==> config.mk <==
export PLATFORM = sky130hd
export DESIGN_NAME = idist_regbank
export DESIGN_NICKNAME = d
export VERILOG_FILES = /design/src/rtl/idist_pkg.sv /design/src/rtl/idist_decode.sv /design/src/rtl/idist_lines.sv /design/src/rtl/idist_route.sv /design/src/rtl/idist_regbank.sv
export SDC_FILE = /design/constraint.sdc
export NUM_CORES = 2
export LEC_CHECK = 0
export ABC_AREA = 1
export BUFFER_PORTS_ARGS = -buffer_cell sky130_fd_sc_hd__buf_4
export CORE_ASPECT_RATIO = 0.5
export CORE_UTILIZATION = 50
export DETAILED_ROUTE_END_ITERATION = 10
export GPL_TIMING_DRIVEN = 1
export PLACE_DENSITY = 0.7
export SETUP_SLACK_MARGIN = 0.2
export SLEW_MARGIN = 40
export SYNTH_ARGS = -nofsm -noshare
export SYNTH_HDL_FRONTEND = slang
export SYNTH_SLANG_ARGS = --single-unit
export TNS_END_PERCENT = 50
==> constraint.sdc <==
create_clock -name clk -period 29.5 [get_ports clk]
set_input_delay 0 -clock clk [delete_from_list [all_inputs] [get_ports clk]]
set_output_delay 0 -clock clk [all_outputs]
set_load 0.01 [all_outputs]
==> src/rtl/idist_pkg.sv <==
package idist_pkg;
  localparam int unsigned ADDR_W = 10;
  localparam int unsigned RGN_W  = 4;
  localparam int unsigned IDX_W  = 6;

  typedef enum logic [RGN_W-1:0] {
    RG_CTRL  = 4'd0,
    RG_ENSET = 4'd1,
    RG_ENCLR = 4'd2,
    RG_PDSET = 4'd3,
    RG_PDCLR = 4'd4,
    RG_PRIO  = 4'd5,
    RG_TGT   = 4'd6,
    RG_CFG   = 4'd7
  } region_e;

  // one flag per implemented register group, at most one set per access
  typedef struct packed {
    logic ctrl;
    logic typ;
    logic enset;
    logic enclr;
    logic pdset;
    logic pdclr;
    logic prio;
    logic tgt;
    logic cfg;
  } hit_t;
endpackage

==> src/rtl/idist_decode.sv <==
module idist_decode
  import idist_pkg::*;
#(
  parameter int unsigned NUM_IRQ = 64
) (
  input  logic [ADDR_W-1:0] addr,
  output hit_t              hit,
  output logic [IDX_W-1:0]  idx
);
  localparam int unsigned EN_WORDS  = NUM_IRQ / 32;
  localparam int unsigned PRI_WORDS = NUM_IRQ / 4;
  localparam int unsigned CFG_WORDS = NUM_IRQ / 16;

  logic [RGN_W-1:0] rgn;
  assign rgn = addr[ADDR_W-1 -: RGN_W];
  assign idx = addr[IDX_W-1:0];

  always_comb begin
    hit = '0;
    case (rgn)
      RG_CTRL: begin
        hit.ctrl = (idx == IDX_W'(0));
        hit.typ  = (idx == IDX_W'(1));
      end
      RG_ENSET: hit.enset = (32'(idx) < EN_WORDS);
      RG_ENCLR: hit.enclr = (32'(idx) < EN_WORDS);
      RG_PDSET: hit.pdset = (32'(idx) < EN_WORDS);
      RG_PDCLR: hit.pdclr = (32'(idx) < EN_WORDS);
      RG_PRIO:  hit.prio  = (32'(idx) < PRI_WORDS);
      RG_TGT:   hit.tgt   = (32'(idx) < PRI_WORDS);
      RG_CFG:   hit.cfg   = (32'(idx) < CFG_WORDS);
      default:  hit = '0;
    endcase
  end
endmodule

==> src/rtl/idist_lines.sv <==
module idist_lines #(
  parameter int unsigned W = 32
) (
  input  logic         clk,
  input  logic         rst_n,
  input  logic [W-1:0] line_in,
  input  logic [W-1:0] edge_mode,
  input  logic [W-1:0] en_set,
  input  logic [W-1:0] en_clr,
  input  logic [W-1:0] pd_set,
  input  logic [W-1:0] pd_clr,
  output logic [W-1:0] en_q,
  output logic [W-1:0] pending
);
  logic [W-1:0] prev_q;
  logic [W-1:0] latch_q, latch_d;
  logic [W-1:0] en_d;
  logic [W-1:0] rise;
  logic         en_upd;

  always_comb begin
    rise    = line_in & ~prev_q;
    // a fresh edge outranks a clear landing in the same clock
    latch_d = (latch_q & ~pd_clr) | pd_set | (edge_mode & rise);
    en_d    = (en_q & ~en_clr) | en_set;
    en_upd  = |(en_set | en_clr);
    pending = latch_q | (~edge_mode & line_in);
  end

  always_ff @(posedge clk or negedge rst_n) begin
    if (!rst_n) begin
      prev_q  <= '0;
      latch_q <= '0;
      en_q    <= '0;
    end else begin
      prev_q  <= line_in;
      latch_q <= latch_d;
      if (en_upd) en_q <= en_d;
    end
  end
endmodule

==> src/rtl/idist_route.sv <==
module idist_route #(
  parameter int unsigned NUM_IRQ = 64,
  parameter int unsigned NUM_CPU = 2
) (
  input  logic                            clk,
  input  logic                            rst_n,
  input  logic                            fwd_en,
  input  logic [NUM_CPU-1:0][NUM_IRQ-1:0] en_view,
  input  logic [NUM_CPU-1:0][NUM_IRQ-1:0] pd_view,
  input  logic [NUM_CPU-1:0][NUM_IRQ-1:0] tgt_mask,
  output logic [NUM_CPU-1:0]              cpu_irq
);
  logic [NUM_CPU-1:0] irq_d;

  always_comb begin
    for (int c = 0; c < NUM_CPU; c++) begin
      irq_d[c] = fwd_en & (|(en_view[c] & pd_view[c] & tgt_mask[c]));
    end
  end

  always_ff @(posedge clk or negedge rst_n) begin
    if (!rst_n) cpu_irq <= '0;
    else        cpu_irq <= irq_d;
  end
endmodule

==> src/rtl/idist_regbank.sv <==
module idist_regbank
  import idist_pkg::*;
#(
  parameter  int unsigned NUM_IRQ = 64,
  parameter  int unsigned NUM_CPU = 2,
  localparam int unsigned CPU_W   = (NUM_CPU > 1) ? $clog2(NUM_CPU) : 1
) (
  input  logic                    clk,
  input  logic                    rst_n,
  input  logic                    bus_valid,
  input  logic                    bus_write,
  input  logic [CPU_W-1:0]        bus_cpu,
  input  logic [ADDR_W-1:0]       bus_addr,
  input  logic [31:0]             bus_wdata,
  output logic [31:0]             bus_rdata,
  output logic                    bus_rvalid,
  input  logic [NUM_IRQ-33:0]     shared_irq,
  input  logic [NUM_CPU*32-1:0]   local_irq,
  output logic [NUM_CPU-1:0]      cpu_irq
);
  localparam int unsigned SHARED    = NUM_IRQ - 32;
  localparam int unsigned EN_WORDS  = NUM_IRQ / 32;
  localparam int unsigned PRI_WORDS = NUM_IRQ / 4;
  localparam logic [31:0] TYPE_WORD = 32'(NUM_IRQ / 32 - 1);

  // reset: asserted at once, removed on a clock edge
  logic [1:0] rst_pipe_q;
  logic       rst_sync_n;
  always_ff @(posedge clk or negedge rst_n) begin
    if (!rst_n) rst_pipe_q <= '0;
    else        rst_pipe_q <= {rst_pipe_q[0], 1'b1};
  end
  assign rst_sync_n = rst_pipe_q[1];

  hit_t             hit;
  logic [IDX_W-1:0] idx;
  logic             wr_go, rd_go;

  idist_decode #(.NUM_IRQ(NUM_IRQ)) u_dec (
    .addr(bus_addr), .hit(hit), .idx(idx)
  );

  assign wr_go = bus_valid & bus_write;
  assign rd_go = bus_valid & ~bus_write;

  // configuration storage
  logic                            ctrl_q, ctrl_d;
  logic [NUM_IRQ-1:0][7:0]         pri_q, pri_d;
  logic [SHARED-1:0][NUM_CPU-1:0]  tgt_q, tgt_d;
  logic [NUM_IRQ-1:16]             cfg_q, cfg_d;
  logic [NUM_IRQ-1:0]              edge_mode;

  always_comb begin
    edge_mode                = '1;
    edge_mode[NUM_IRQ-1:16]  = cfg_q;
  end

  // shared-line state
  logic [SHARED-1:0] sh_en_set, sh_en_clr, sh_pd_set, sh_pd_clr;
  logic [SHARED-1:0] sh_en, sh_pd;

  always_comb begin
    for (int i = 0; i < SHARED; i++) begin
      sh_en_set[i] = wr_go & hit.enset & (int'(idx) == (i + 32) / 32) & bus_wdata[i % 32];
      sh_en_clr[i] = wr_go & hit.enclr & (int'(idx) == (i + 32) / 32) & bus_wdata[i % 32];
      sh_pd_set[i] = wr_go & hit.pdset & (int'(idx) == (i + 32) / 32) & bus_wdata[i % 32];
      sh_pd_clr[i] = wr_go & hit.pdclr & (int'(idx) == (i + 32) / 32) & bus_wdata[i % 32];
    end
  end

  idist_lines #(.W(SHARED)) u_shared (
    .clk(clk), .rst_n(rst_sync_n),
    .line_in(shared_irq), .edge_mode(edge_mode[NUM_IRQ-1:32]),
    .en_set(sh_en_set), .en_clr(sh_en_clr),
    .pd_set(sh_pd_set), .pd_clr(sh_pd_clr),
    .en_q(sh_en), .pending(sh_pd)
  );

  // private-line state, one copy per processor
  logic [31:0] bk_en_set [NUM_CPU];
  logic [31:0] bk_en_clr [NUM_CPU];
  logic [31:0] bk_pd_set [NUM_CPU];
  logic [31:0] bk_pd_clr [NUM_CPU];
  logic [31:0] bk_en     [NUM_CPU];
  logic [31:0] bk_pd     [NUM_CPU];

  for (genvar c = 0; c < NUM_CPU; c++) begin : g_bank
    logic own;
    assign own          = wr_go & (idx == IDX_W'(0)) & (bus_cpu == CPU_W'(c));
    assign bk_en_set[c] = {32{own & hit.enset}} & bus_wdata;
    assign bk_en_clr[c] = {32{own & hit.enclr}} & bus_wdata;
    assign bk_pd_set[c] = {32{own & hit.pdset}} & bus_wdata;
    assign bk_pd_clr[c] = {32{own & hit.pdclr}} & bus_wdata;

    idist_lines #(.W(32)) u_bank (
      .clk(clk), .rst_n(rst_sync_n),
      .line_in(local_irq[c*32 +: 32]), .edge_mode(edge_mode[31:0]),
      .en_set(bk_en_set[c]), .en_clr(bk_en_clr[c]),
      .pd_set(bk_pd_set[c]), .pd_clr(bk_pd_clr[c]),
      .en_q(bk_en[c]), .pending(bk_pd[c])
    );
  end

  // per-processor views of the whole line space
  logic [NUM_CPU-1:0][NUM_IRQ-1:0] en_view, pd_view, tgt_mask;

  always_comb begin
    for (int c = 0; c < NUM_CPU; c++) begin
      en_view[c] = {sh_en, bk_en[c]};
      pd_view[c] = {sh_pd, bk_pd[c]};
      tgt_mask[c][31:0] = '1;
      for (int i = 0; i < SHARED; i++) tgt_mask[c][i+32] = tgt_q[i][c];
    end
  end

  idist_route #(.NUM_IRQ(NUM_IRQ), .NUM_CPU(NUM_CPU)) u_route (
    .clk(clk), .rst_n(rst_sync_n), .fwd_en(ctrl_q),
    .en_view(en_view), .pd_view(pd_view), .tgt_mask(tgt_mask),
    .cpu_irq(cpu_irq)
  );

  // next state of the configuration fields
  always_comb begin
    ctrl_d = bus_wdata[0];
    pri_d  = pri_q;
    for (int i = 0; i < NUM_IRQ; i++)
      if (int'(idx) == i / 4) pri_d[i] = bus_wdata[(i % 4) * 8 +: 8];
    tgt_d = tgt_q;
    for (int i = 0; i < SHARED; i++)
      if (int'(idx) == (i + 32) / 4) tgt_d[i] = bus_wdata[((i + 32) % 4) * 8 +: NUM_CPU];
    cfg_d = cfg_q;
    for (int i = 16; i < NUM_IRQ; i++)
      if (int'(idx) == i / 16) cfg_d[i] = bus_wdata[(i % 16) * 2 + 1];
  end

  // read data selection
  logic [31:0]        rd_word;
  logic [7:0]         own_mask;
  logic [NUM_IRQ-1:0] en_sel, pd_sel;
  logic [31:0]        rdata_q;
  logic               rvalid_q;

  always_comb begin
    en_sel   = en_view[bus_cpu];
    pd_sel   = pd_view[bus_cpu];
    own_mask = 8'(1) << bus_cpu;
    rd_word  = '0;
    if (hit.ctrl) rd_word[0] = ctrl_q;
    if (hit.typ)  rd_word = TYPE_WORD;
    if (hit.enset | hit.enclr)
      for (int w = 0; w < EN_WORDS; w++)
        if (int'(idx) == w) rd_word = en_sel[w*32 +: 32];
    if (hit.pdset | hit.pdclr)
      for (int w = 0; w < EN_WORDS; w++)
        if (int'(idx) == w) rd_word = pd_sel[w*32 +: 32];
    if (hit.prio)
      for (int w = 0; w < PRI_WORDS; w++)
        if (int'(idx) == w) rd_word = pri_q[w*4 +: 4];
    if (hit.tgt) begin
      for (int i = 0; i < 32; i++)
        if (int'(idx) == i / 4) rd_word[(i % 4) * 8 +: 8] = own_mask;
      for (int i = 0; i < SHARED; i++)
        if (int'(idx) == (i + 32) / 4) rd_word[((i + 32) % 4) * 8 +: 8] = 8'(tgt_q[i]);
    end
    if (hit.cfg)
      for (int i = 0; i < NUM_IRQ; i++)
        if (int'(idx) == i / 16) rd_word[(i % 16) * 2 + 1] = edge_mode[i];
  end

  always_ff @(posedge clk or negedge rst_sync_n) begin
    if (!rst_sync_n) begin
      ctrl_q   <= 1'b0;
      pri_q    <= '0;
      tgt_q    <= '0;
      cfg_q    <= '0;
      rdata_q  <= '0;
      rvalid_q <= 1'b0;
    end else begin
      if (wr_go & hit.ctrl) ctrl_q <= ctrl_d;
      if (wr_go & hit.prio) pri_q  <= pri_d;
      if (wr_go & hit.tgt)  tgt_q  <= tgt_d;
      if (wr_go & hit.cfg)  cfg_q  <= cfg_d;
      if (rd_go)            rdata_q <= rd_word;
      rvalid_q <= rd_go;
    end
  end

  assign bus_rdata  = rdata_q;
  assign bus_rvalid = rvalid_q;
endmodule

-- After elaboration in Yosys (flattened, before gate mapping)
Index checks and enable logic that the tools add are counted.
- bits of input ports: 143
- logic and storage cells: 570
- bits in registers: 950
- output and inout port bits: 35
- bitwise operators: 212
- order comparisons: 4
- equality and inequality tests: 23
- reduce and logical (&&, ||, !) cells: 35
- muxes and demuxes: 182
- shift-type cells: 1
- operator list (cell ; count):
    two-way mux 32 bit ; 26
    AND 32 bit ; 23
    two-way mux 8 bit ; 64
    OR 32 bit ; 15
    NOT 32 bit ; 11
    AND 64 bit ; 4
    AND 1 bit ; 155
    two-way mux 64 bit ; 2
    OR reduction 64 bit ; 2
    OR reduction 32 bit ; 3
    two-way mux 1 bit ; 89
    AND reduction 2 bit ; 27
    == test 6 x 5 -> 1 bit (second input constant) ; 8
    == test 6 x 4 -> 1 bit (second input constant) ; 4
    == test 4 x 3 -> 1 bit (second input constant) ; 4
    == test 6 x 3 -> 1 bit (second input constant) ; 2
    logical NOT 6 bit ; 2
    == test 4 x 2 -> 1 bit (second input constant) ; 2
    left shift 1 x 1 -> 8 bit (first input constant) ; 1
    == test 6 x 1 -> 1 bit (second input constant) ; 1
    == test 6 x 2 -> 1 bit (second input constant) ; 1
    < comparator 6 x 2 -> 1 bit (second input constant) ; 1
    < comparator 6 x 3 -> 1 bit (second input constant) ; 1
    < comparator 6 x 5 -> 1 bit (second input constant) ; 1
    other kinds (6) ; 8

-- Logic depth before layout (Yosys ltp)
- word-level depth: 49
- mapped depth: 33
- mapped depth without buffers: 33

-- Modules after synthesis
Synthesis repeated with hierarchy kept, for this count alone.
- cell total of the unflattened synthesis: 5554
- area total of the unflattened synthesis: 44660.3 sq um
- modules (own cells, without submodules) (module ; area an instance (sq um) ; times used ; seq. area each (sq um) ; cells each):
    idist_regbank ; 31520.2 ; 1 ; 16515.8 ; 4011
    idist_lines ; 3923.8 ; 3 ; 2402.3 ; 416
    idist_route ; 1174.9 ; 1 ; 50.0 ; 259
    idist_decode ; 193.9 ; 1 ; 0.0 ; 36

-- Least setup slack after synthesis
OpenSTA, ideal clock, no wires.
- kind: input to register
- start: input bus_addr[0]
- end: register rdata_q[10] (netlist: bus_rdata[10])
- path buffers: 3
- data required time: 29.382 ns
- setup slack: 27.355 ns
- library setup time: 0.118 ns
- data arrival time: 2.027 ns
- stages: 19
- path through: buf_4 nor2_4 nand2_2 nor2_8 buf_6 inv_4 buf_6 o21ai_1 nand3_1 a221oi_1 nand2_1 a221oi_2 nand2_1 a221oi_1 nand3_1 o21ai_1 nand3_1 nand3_1 nand2_1
- cells in the longest elaborated chain, start to end: 41
- elaborated cells on any way between the ends: 66
- classes of those cells: 2 x order compare; 15 x eq/ne; 46 x mux; 2 x bitwise; 1 x reduce/logical
- RTL lines (element ; line ; RTL):
    start, declared ; idist_regbank.sv:13 ; input logic [ADDR_W-1:0] bus_addr,
    < comparator 6 x 2 -> 1 bit or logical NOT 6 bit (tied branches) ; -- ;
    two-way mux 1 bit or two-way mux 32 bit (tied branches) ; idist_decode.sv:20, idist_regbank.sv:152 ;
    OR 1 bit or two-way mux 32 bit (tied branches) ; idist_regbank.sv:150, idist_regbank.sv:152 ;
    two-way mux 32 bit ; idist_regbank.sv:150 ; if (hit.enset | hit.enclr)
    two-way mux 32 bit (2 in series) ; idist_regbank.sv:155 ; if (int'(idx) == w) rd_word = pd_sel[w*32 +: 32];
    two-way mux 32 bit ; idist_regbank.sv:153 ; if (hit.pdset | hit.pdclr)
    two-way mux 32 bit (16 in series) ; idist_regbank.sv:158 ; if (int'(idx) == w) rd_word = pri_q[w*4 +: 4];
    two-way mux 32 bit ; idist_regbank.sv:156 ; if (hit.prio)
    two-way mux 8 bit (8 in series) ; idist_regbank.sv:161 ; if (int'(idx) == i / 4) rd_word[(i % 4) * 8 +: 8] = own_mask;
    two-way mux 8 bit (8 in series) ; idist_regbank.sv:163 ; if (int'(idx) == (i + 32) / 4) rd_word[((i + 32) % 4) * 8 +: 8] = 8'(tgt_q[i]);
    two-way mux 32 bit * ; idist_regbank.sv:159 ; if (hit.tgt) begin
    end signal, assigned ; idist_regbank.sv:183 ; if (rd_go) rdata_q <= rd_word;
    end, declared ; idist_regbank.sv:140 ; logic [31:0] rdata_q;
Mark *: on every way between the ends. The rest lies on a longest branch, timed or not.
A chain may end at the register's enable or synchronous reset.

-- Worst setup path after layout
- start: input bus_addr[0]
- end: register rdata_q[8] (netlist: bus_rdata[8])
Same word-level chain as after synthesis.

==> impl_metrics.env <==
export IMPL_detail_route_drc_violations=0
export IMPL_power_density_nw_per_um2=53.1
export IMPL_tritoncts_num_buffers=85
export IMPL_finalHoldWorstSlack_ns=0.0408
export IMPL_critical_path_arrival_ns=4.82
export IMPL_grt_use_total_pct=36.7
export IMPL_port_buffers=177
export IMPL_worst_path_max_fanout=28
export IMPL_number_of_enable_flip_flop_cells_after_synthesis=0
export IMPL_layout_cells_sized_above_1_pct=9.61
export IMPL_worst_slew_pin_transition_ns=0.887
export IMPL_synthToLayoutAreaGrowth_pct=17.5
export IMPL_wire_per_inst_um=25.1
export IMPL_detail_route_iter0_violations=6541
export IMPL_initial_utilization_pct=51.1
export IMPL_max_clock_buf_depth=3
export IMPL_critPathMostFrequentCell="nand2_1"
export IMPL_crit_reg2reg_launch="rst_pipe_q[1]"
export IMPL_critPathLaunchType="primary input"
export IMPL_synth_area_per_cell_um2=8.65
export IMPL_synth_ff_latch_count=950
export IMPL_clkSlewWorstSetupHoldPaths_ns=0.07
export IMPL_final_core_utilization_pct=60.1
export IMPL_grt_max_degree=87
export IMPL_grt_pass1_wl_mm=236
export IMPL_core_region_area_um2=82700
export IMPL_netlist_top_cells_count="nand2_1, o21ai_0, dfrtp_1, clkbuf_1, inv_1"
export IMPL_die_x_um=413
export IMPL_grt_setup_unrepaired="false"
export IMPL_post_synth_inst_count=4884
export IMPL_gr_total_overflow=0
export IMPL_setup_ws_ns=25.32
export IMPL_first_global_vias=37100
export IMPL_yosys_warnings=0
export IMPL_syn_area_um2=42300
export IMPL_endpoint_type_of_the_worst_setup_path="register"
export IMPL_synth_async_reset_ratio_pct=100
export IMPL_count_of_different_cell_masters_after_synthesis=59
export IMPL_clkSinkCount=950
export IMPL_die_area_um2=85800
export IMPL_slew_headroom_pct=39.3
export IMPL_crit_path_top_delay_cell="inv_2"
export IMPL_yosysMostFrequentCell="nand2_1"
export IMPL_clock_skew_final_ns=0.0272
export IMPL_status="finished, final reports clean"
export IMPL_route_vias_total=39100
export IMPL_syn_num_nets=5027
export IMPL_critical_path_max_stage_delay_ns=0.57
export IMPL_cell_taking_the_most_area_after_synthesis="dfrtp_1"
export IMPL_clock_root_buffer="clkbuf_16"
export IMPL_synthDominantCellAreaShare_pct=56.2
export IMPL_cp_startpoint="bus_addr[0]"
export IMPL_cts_htree_levels=3
export IMPL_clk_latency_ns=0.71
export IMPL_height_of_the_die_um=208
export IMPL_seq_area_frac_synth_pct=56.2
export IMPL_dp_hpwl_mm=102
export IMPL_setup_total_negative_slack_ns=0
export IMPL_report_final_slew_viol_count=0
export IMPL_place_gp_congestion=1.05
export IMPL_synthFlopType="dfrtp_1"
export IMPL_pre_cts_ws_ns=25.49
export IMPL_number_of_antenna_violations_at_the_first_check_in_global_routing=5
export IMPL_cts_tree="yes"
export IMPL_row_count=74
export IMPL_critPathTopFamily="buffers and inverters"
export IMPL_finalNetCount=5264
export IMPL_fmax_mhz=239
export IMPL_totalWireLength_mm=158
export IMPL_final_count_of_hold_timing_violations=0
export IMPL_setup_violating_endpoint_count_in_the_final_report=0
export IMPL_critPathRequiredTime_ns=30.14
export IMPL_hold_start="shared_irq[18]"
export IMPL_fin_area_um2=49700
export IMPL_instances_no_fill=6293
export IMPL_ioPinCount=178
export IMPL_maxCapViolations=0
export IMPL_total_power_mw=2.64
export IMPL_yosys_top_cells_area="dfrtp_1, o21ai_0, nand2_1"
export IMPL_fillCellCount=7145
export IMPL_criticalPathCategory="in2reg"
export IMPL_p_leak_nw=22.5
export IMPL_ant_nets=0
export IMPL_placedCellCount=5901
export IMPL_maximum_resistive_drop_on_vdd_v=0.0000389
export IMPL_drt_pass1_iterations=7
export IMPL_timing_hold_worst_class="in2reg"
export IMPL_period_needed_ns=4.18
export IMPL_drt_vias_per_instance=6.22
export IMPL_final_min_period_over_clock_period_pct=14.2
export IMPL_cp_num_buf_inv=5
export IMPL_post_dp_cell_area_um2=44400
registers in the layout, indices dropped and copies added, names as in the netlist:
name                   count
g_bank.u_bank.latch_q     64
pri_q                    512
u_shared.en_q             32
u_route.cpu_irq            2
ctrl_q                     1
cfg_q                     48
g_bank.u_bank.prev_q      64
tgt_mask                  64
rst_pipe_q                 2
u_shared.prev_q           32
bus_rvalid                 1
bus_rdata                 32
u_shared.latch_q          32
g_bank.u_bank.en_q        64
cell families after synthesis:
family                 after synthesis  synth area share (%)
buffers and inverters              642                  5.91
DFF                                950                  56.2
other                                1               0.00887
and+or+nand+nor                   1675                  16.3
AOI/OAI and AO/OA                 1616                  21.6
per-layer routing:
metal	track usage [%]	vias up	routed length, um	share of wire [%]
met3	9.75	371	19800	13
met2	51.7	2506	65500	42
met5	0	-	20	0.013
met1	54.1	19200	66000	42
li1	-	17100	-	-
met4	13.9	4	6280	4.0
final cells by class:
type	count	area, um2	area share [%]
diodes	7	17.5	0.0353
clock inverters	25	304	0.612
well taps	1102	1380	2.78
inverters	292	1100	2.22
repair buffers	500	4410	8.88
clock buffers	125	2520	5.07
flip-flops and latches	950	23800	47.9
multi-input cells	3292	16200	32.5
worst register-to-register path, cell delays in order (launching register included):
cell and delay [ns]:
dfrtp_4 0.65, buf_12 0.28, buf_4 0.42, buf_12 0.29, buf_6 0.57, buf_6 0.73
buf_6 0.62
worst paths after layout:
check                                       to  slack (ns)  cells past startpoint
max                               bus_rdata[8]       25.32                     29
min                        u_shared.prev_q[18]        0.04                      2
max reg2reg                 u_shared.prev_q[1]       26.00                      6
min reg2reg                         pri_q[102]        0.24                      0
max in group asynchronous   u_shared.prev_q[1]       26.00                      6
min in group asynchronous        rst_pipe_q[1]        0.16                      3
what timing repair did:
item                                    CTS  global route
buffers inserted                          0             0
resized for setup                         0             0
hold buffers                            234             0
endpoints found under the setup margin    0             0
endpoints found under the hold margin   826             0
cells in the final DEF, fill, tap and decap left out, drive strengths merged, types with 30 or more instances in the layout:
cell type,instances
a21oi,192
a221oi,42
a22oi,30
buf,265
clkbuf,126
dfrtp,950
dlygate4sd3,234
inv,295
nand2,1245
nand3,202
nand4,55
nor2,144
o211ai,41
o21ai,1102
o221ai,44
o311ai,44
where the power goes:
group	total [mW]	internal, mW	switching [mW]
Combinational	0.159	0.0508	0.108
Clock	1.16	0.632	0.525
Sequential	1.32	1.32	0.00747
Total	2.64	2.00	0.640
Note: power is estimated with default switching activity, not from simulation.
